===== src/rtl/rxsf_pkg.sv =====
package rxsf_pkg;
  typedef enum logic [1:0] {
    SEL_LEN_LO = 2'd0,
    SEL_LEN_HI = 2'd1,
    SEL_STAT   = 2'd2,
    SEL_NONE   = 2'd3
  } rd_sel_e;
endpackage


===== src/rtl/rxsf_ptr_ctrl.sv =====
module rxsf_ptr_ctrl #(
  parameter int DEPTH = 8,
  localparam int PTR_W = (DEPTH > 1) ? $clog2(DEPTH) : 1,
  localparam int CNT_W = $clog2(DEPTH + 1)
) (
  input  logic             clk_i,
  input  logic             rst_ni,
  input  logic             clr_i,
  input  logic             push_i,
  input  logic             pop_req_i,
  output logic             wr_en_o,
  output logic [PTR_W-1:0] wptr_o,
  output logic [PTR_W-1:0] rptr_o,
  output logic [CNT_W-1:0] count_o,
  output logic             full_o,
  output logic             empty_o,
  output logic             ovf_o
);
  localparam logic [CNT_W-1:0] CNT_MAX = CNT_W'(DEPTH);
  localparam logic [PTR_W-1:0] PTR_MAX = PTR_W'(DEPTH - 1);

  logic pop, wr;

  assign empty_o = (count_o == '0);
  assign full_o  = (count_o == CNT_MAX);
  assign pop     = pop_req_i && !empty_o && !clr_i;
  // a pop on the same edge frees the slot for a push into a full queue
  assign wr      = push_i && !clr_i && (!full_o || pop);
  assign wr_en_o = wr;

  function automatic logic [PTR_W-1:0] nxt(input logic [PTR_W-1:0] p);
    return (p == PTR_MAX) ? '0 : p + 1'b1;
  endfunction

  always_ff @(posedge clk_i or negedge rst_ni) begin
    if (!rst_ni) begin
      wptr_o  <= '0;
      rptr_o  <= '0;
      count_o <= '0;
      ovf_o   <= 1'b0;
    end else if (clr_i) begin
      wptr_o  <= '0;
      rptr_o  <= '0;
      count_o <= '0;
      ovf_o   <= 1'b0;
    end else begin
      if (wr)  wptr_o <= nxt(wptr_o);
      if (pop) rptr_o <= nxt(rptr_o);
      if (wr && !pop)      count_o <= count_o + 1'b1;
      else if (pop && !wr) count_o <= count_o - 1'b1;
      if (push_i && full_o && !pop) ovf_o <= 1'b1;
    end
  end
endmodule


===== src/rtl/rxsf_store.sv =====
module rxsf_store #(
  parameter int DEPTH = 8,
  parameter int LEN_W = 13,
  parameter int ERR_W = 5,
  localparam int PTR_W = (DEPTH > 1) ? $clog2(DEPTH) : 1
) (
  input  logic             clk_i,
  input  logic             rst_ni,
  input  logic             wr_en_i,
  input  logic [PTR_W-1:0] wptr_i,
  input  logic [LEN_W-1:0] len_i,
  input  logic [ERR_W-1:0] err_i,
  input  logic [PTR_W-1:0] rptr_i,
  output logic [LEN_W-1:0] len_o,
  output logic [ERR_W-1:0] err_o
);
  logic [LEN_W-1:0] len_q [DEPTH];
  logic [ERR_W-1:0] err_q [DEPTH];

  for (genvar i = 0; i < DEPTH; i++) begin : g_ent
    always_ff @(posedge clk_i or negedge rst_ni) begin
      if (!rst_ni) begin
        len_q[i] <= '0;
        err_q[i] <= '0;
      end else if (wr_en_i && (wptr_i == PTR_W'(i))) begin
        len_q[i] <= len_i;
        err_q[i] <= err_i;
      end
    end
  end

  assign len_o = len_q[rptr_i];
  assign err_o = err_q[rptr_i];
endmodule


===== src/rtl/rxsf_rd_mux.sv =====
module rxsf_rd_mux
  import rxsf_pkg::*;
#(
  parameter int LEN_W  = 13,
  parameter int ERR_W  = 5,
  parameter int DATA_W = 8
) (
  input  logic [LEN_W-1:0]  len_i,
  input  logic [ERR_W-1:0]  err_i,
  input  logic              empty_i,
  input  logic [1:0]        sel_i,
  output logic [DATA_W-1:0] data_o
);
  always_comb begin
    data_o = '0;
    if (!empty_i) begin
      unique case (rd_sel_e'(sel_i))
        SEL_LEN_LO: data_o = len_i[DATA_W-1:0];
        SEL_LEN_HI: data_o = DATA_W'(len_i >> DATA_W);
        SEL_STAT:   data_o = DATA_W'(err_i);
        default:    data_o = '0;
      endcase
    end
  end
endmodule


===== src/rtl/rxsf_status_fifo.sv =====
module rxsf_status_fifo
  import rxsf_pkg::*;
#(
  parameter int DEPTH  = 8,
  parameter int LEN_W  = 13,
  parameter int ERR_W  = 5,
  parameter int DATA_W = 8,
  localparam int PTR_W = (DEPTH > 1) ? $clog2(DEPTH) : 1,
  localparam int CNT_W = $clog2(DEPTH + 1)
) (
  input  logic              clk_i,
  input  logic              rst_ni,
  input  logic              clr_i,
  input  logic              push_i,
  input  logic [LEN_W-1:0]  len_i,
  input  logic [ERR_W-1:0]  err_i,
  input  logic              rd_en_i,
  input  logic [1:0]        rd_sel_i,
  input  logic [CNT_W-1:0]  thr_i,
  output logic [DATA_W-1:0] rd_data_o,
  output logic [CNT_W-1:0]  count_o,
  output logic              full_o,
  output logic              empty_o,
  output logic              ovf_o,
  output logic              req_o
);
  logic             wr_en, pop_req;
  logic [PTR_W-1:0] wptr, rptr;
  logic [LEN_W-1:0] head_len;
  logic [ERR_W-1:0] head_err;
  logic [CNT_W-1:0] thr_eff;

  assign pop_req = rd_en_i && (rd_sel_e'(rd_sel_i) == SEL_STAT);

  rxsf_ptr_ctrl #(.DEPTH(DEPTH)) ctrl_i (
    .clk_i, .rst_ni, .clr_i, .push_i,
    .pop_req_i(pop_req), .wr_en_o(wr_en),
    .wptr_o(wptr), .rptr_o(rptr),
    .count_o, .full_o, .empty_o, .ovf_o
  );

  rxsf_store #(.DEPTH(DEPTH), .LEN_W(LEN_W), .ERR_W(ERR_W)) store_i (
    .clk_i, .rst_ni, .wr_en_i(wr_en), .wptr_i(wptr),
    .len_i, .err_i, .rptr_i(rptr),
    .len_o(head_len), .err_o(head_err)
  );

  rxsf_rd_mux #(.LEN_W(LEN_W), .ERR_W(ERR_W), .DATA_W(DATA_W)) mux_i (
    .len_i(head_len), .err_i(head_err), .empty_i(empty_o),
    .sel_i(rd_sel_i), .data_o(rd_data_o)
  );

  // threshold 0 is treated as 1
  assign thr_eff = (thr_i == '0) ? CNT_W'(1) : thr_i;
  assign req_o   = (count_o >= thr_eff);
endmodule


===== config.mk =====
export PLATFORM = sky130hd
export DESIGN_NAME = rxsf_status_fifo
export DESIGN_NICKNAME = d
export VERILOG_FILES = /design/src/rtl/rxsf_pkg.sv /design/src/rtl/rxsf_ptr_ctrl.sv /design/src/rtl/rxsf_store.sv /design/src/rtl/rxsf_rd_mux.sv /design/src/rtl/rxsf_status_fifo.sv
export SDC_FILE = /design/constraint.sdc
export NUM_CORES = 1
export LEC_CHECK = 0
export CELL_PAD_IN_SITES_DETAIL_PLACEMENT = 1
export CELL_PAD_IN_SITES_GLOBAL_PLACEMENT = 1
export CORE_MARGIN = 5
export CORE_UTILIZATION = 53
export CTS_CLUSTER_SIZE = 30
export DETAILED_ROUTE_END_ITERATION = 6
export HOLD_SLACK_MARGIN = 0.05
export PLACE_DENSITY = 0.88
export RECOVER_POWER = 25
export SLEW_MARGIN = 10
export SYNTH_ARGS = -nofsm -noshare
export SYNTH_HDL_FRONTEND = slang
export SYNTH_SLANG_ARGS = --single-unit

===== constraint.sdc =====
create_clock -name clk_i -period 5.49 [get_ports clk_i]
set_clock_uncertainty 0.1 [all_clocks]
set_input_delay 0.549 -clock clk_i [delete_from_list [all_inputs] [get_ports clk_i]]
set_output_delay 0.549 -clock clk_i [all_outputs]
set_load 0.02 [all_outputs]

==> results.txt <==
The worst setup path startpoint is ctrl_i.rptr_o[0]. The die span in x came out at 129.8 um. The total via count in the routed design is ~4600.

The average wire per cell in the routed design is 25.85 um. Detailed placement ended at an HPWL of 11640 um. Of the total synthesized cell area, the portion taken by AND, OR, NAND and NOR gates is 4.903%. The DRC marker count from the first detailed-route iteration came out at 268.

In this run the critical register-to-register path is launched from ctrl_i.count_o[1]. Cells with a size suffix above 1 make up a little over two fifths of the layout. The area of the die is about 17000 um^2. From bottom edge to top edge, the die measures around 130 um. The slew at the pin with the worst max-slew slack came out at 2.829 ns.

The combinational family with the most area after synthesis is multiplexers. The relative area change from synthesis to final layout is 15.55%. Yosys attributes the largest share of cell area to sky130_fd_sc_hd__dfrtp_1 (51%), sky130_fd_sc_hd__mux2_2 (17%), sky130_fd_sc_hd__mux4_2 (11%). The number of nets with antenna violations after detailed routing came out at 0. The number of H-tree levels is 4. The multiplexer area fraction after synthesis came out at 35.80%. The share of the cycle needed by the critical path after routing came out at about 73%. TritonCTS built the clock tree. The Yosys step of the flow raised 0 warnings.

Entering global routing, the biggest net connects between 100 and 150 pins. The count of max-cap constraint violations is 1. The clock insertion delay at the later pin of the skew report came out at 0.42 ns. The initial antenna violation count came to 0. STA classifies the critical path endpoint as a primary output. The number of distinct library cells after synthesis came out at 48. The floorplan step defined a core boundary enclosing 13990 um^2. Adding up every negative setup slack in the final design gives 0 ns.

After clock tree synthesis, the clock-pin slew on the worst setup and hold paths is 0.06 ns. Across the VDD grid, the largest voltage drop is 0.0002986 V. In this run, synthesis produced a sequential element count of 155. The number of design rule violations left after detail routing came out at 0. The total of hold buffers inserted after clock tree synthesis is 0.

The endpoint required time on the critical path came out at between 4 and 5 ns. The startpoint identified for the worst hold timing path is store_i.err_q[29]. The post-synthesis sequential area ratio is 51.00%. The total wire length came out at between 15000 and 20000 um. The setup-violating endpoint count in the final report came out at 0. Walking the worst path, the cells encountered are buf_4, mux4_2, a22oi_1, o221ai_1, clkdlybuf4s50_1. The mapped netlist covers 7605 um^2.

The number of buffers created by CTS came out at 17. The final count of hold timing violations is 0. The slowest stage of the critical path is the sky130_fd_sc_hd__dfrtp_2 cell. The cell type with the highest aggregate area in the netlist is sky130_fd_sc_hd__dfrtp_1. The power consumption is 4.271 mW. The I/O pin count came out at 45. The flow ran to the end, but the final reports show violations. The number of nets in the synthesized netlist is ~540. The final max-slew violation count came out at roughly 110. The repair_antennas step left the layout with diodes totalling 0. Using the TritonRoute via totals, the vias-per-cell ratio works out to 6.262. Of the post-synthesis cell area, the dominant cell type holds 51.00%.

The delay of the slowest cell on the worst path is 0.91 ns. The analysis attributes to cell leakage a power of 3.862 nW. After clock tree synthesis, the setup repair step added 0 buffers. The checks that failed: max-capacitance violations, max-slew violations. The row count is between 40 and 50. The via count of the first global-routing pass is 5268. The maximum count of clock buffers along a single path came out at 2.

The arithmetic-cell share of the synthesized area counting full adders, half adders and majority gates came out at under 10%. The clock period could shrink to ~4.0 ns. The CTS sink count came out at 155.

Setup repair after global routing left no endpoint under its margin. The overall routing resource usage came out at between 20% and 30%. The number of standard cells after synthesis came out at ~500. At the end of routability-driven placement, the weighted congestion stood at 0.7511. The synthesized design contains 0 enable-type register cells. The post-synthesis average cell area came out at 15.36 um^2. The number of input and output port buffers inserted came out at 44. The number of nets in the layout came out at about 580.

In this run the worst path has a maximum fanout of 25. In the synthesized netlist the async set-or-reset flop fraction comes to 100.0%. In this run the clock root is driven by a sky130_fd_sc_hd__clkbuf_16. The worst slew margin relative to its limit came out at -88.62%. The worst path arrival time is between 3 and 4 ns.

The minimum hold slack is 0.4033 ns. For this run, the detailed router's first-pass iteration total came to 4. The tightest min-delay check is of the reg -> reg type. The wire length of the first global-routing pass is 30520 um. The count of instances resized after the clock tree is built came out at 0.

The global route total overflow came out at 0. The synthesized netlist devotes 0.1152% of its cell area to XOR and XNOR gates. The power density normalized to cell area came out at 486.0 nW/um^2.

The area fraction in compound gates after synthesis is 2.550%. The top flip-flop cell by instance count after synthesis is sky130_fd_sc_hd__dfrtp_1. The startpoint class of the critical path is a flop. By startpoint and endpoint, the worst setup path is classified as reg -> out. The initial core utilization is 54.36%.

The upper clock frequency limit came out at between 200 and 250 MHz.
[logic make-up after synthesis]
kind of cell / after synthesis
multiplexers: 197
flip-flops: 155
AND/OR/NAND/NOR: 59
buffers and inverters: 41
AO/OA/AOI/OAI: 27
adder cells (fa/ha/maj): 15
XOR/XNOR: 1
[state kept, by name, indices dropped and copies added, names as in the netlist]
register        cells
store_i.len_q     104
store_i.err_q      40
ctrl_i.count_o      4
ctrl_i.rptr_o       3
ctrl_i.wptr_o       3
ctrl_i.ovf_o        1
[worst max-delay path, delay by kind of cell, from the launching register on]
kind                   cells  cell delay [ns]
flip-flops                 1             0.91
multiplexers               1             0.58
buffers and inverters      2             1.02
AO/OA/AOI/OAI              2             0.41
[placed cells by master, fill, tap and decap left out, types with 4 or more instances in the layout]
master	synthesis	layout
sky130_fd_sc_hd__nand3_1	5	5
sky130_fd_sc_hd__a21oi_1	5	5
sky130_fd_sc_hd__mux2_4	30	30
sky130_fd_sc_hd__mux2_2	115	115
sky130_fd_sc_hd__mux4_2	36	36
sky130_fd_sc_hd__ha_1	14	14
sky130_fd_sc_hd__buf_4	1	7
sky130_fd_sc_hd__clkdlybuf4s50_1	0	43
sky130_fd_sc_hd__clkinv_2	0	4
sky130_fd_sc_hd__nor4_1	5	5
sky130_fd_sc_hd__nor2_1	13	13
sky130_fd_sc_hd__clkbuf_16	0	17
sky130_fd_sc_hd__inv_1	11	11
sky130_fd_sc_hd__mux2_1	5	5
sky130_fd_sc_hd__dfrtp_1	155	154
sky130_fd_sc_hd__bufinv_16	0	5
sky130_fd_sc_hd__nand2_1	9	9
sky130_fd_sc_hd__a22oi_1	4	4
sky130_fd_sc_hd__mux2i_1	11	11
[synth_stat cells, drive strengths merged (2+ instances only)]
master,n
a211oi,2
nand3,5
nor4,6
mux4,36
mux2i,11
a22oi,4
a21oi,6
o21ai,3
o221ai,2
a311o,2
and4,3
buf,23
dfrtp,155
nor2,13
nand4,5
nand2,9
a21o,3
nor3,3
nand3b,3
ha,14
mux2,150
nor4b,3
inv,11
clkbuf,7
and3,2
[through the flow]
stage	utilization [%]	area, um^2	std cells	setup WS [ns]
after floorplan	-	7605	495	2.725
after global placement	58.21	8143	696	1.587
after detailed placement	58.21	8143	696	1.327
after CTS	62.86	8793	728	1.375
after global routing	62.82	8787	728	1.270
final	62.82	8787	728	1.476
[layout make-up]
type	count	area (um^2)
fill	1261	5201
sequential	155	3880
multi-input combinational	299	3502
timing repair buffer	51	488.0
clock buffer	20	456.7
tap	180	225.2
clock inverter	12	193.9
inverter	11	41.29
[where the power goes]
part	total [mW]	leakage, nW	internal [mW]	switching (mW)
combinational	1.18	1.54	0.687	0.495
sequential	1.79	2.01	1.53	0.264
clock	1.30	0.316	0.828	0.468
total	4.27	3.86	3.04	1.23
[final timing paths]
check,end,slack [ns],cells past startpoint
worst max-delay path,rd_data_o[3],1.48,5
worst min-delay path,store_i.err_q[29],0.40,1
max in group asynchronous,ctrl_i.rptr_o[0],2.63,1
worst max register to register,ctrl_i.count_o[3],2.55,9
min in group asynchronous,ctrl_i.count_o[3],0.86,1
worst min register to register,store_i.err_q[29],0.40,1
[routing by layer]
metal	part of all wire, %	routed length (um)	GRT usage [%]
met5	0	0	0
met4	2.8	521	9.841
met3	4.4	831	4.830
met2	52	9869	41.34
met1	40	7597	30.29
Note: power is estimated with default switching activity, not from simulation.
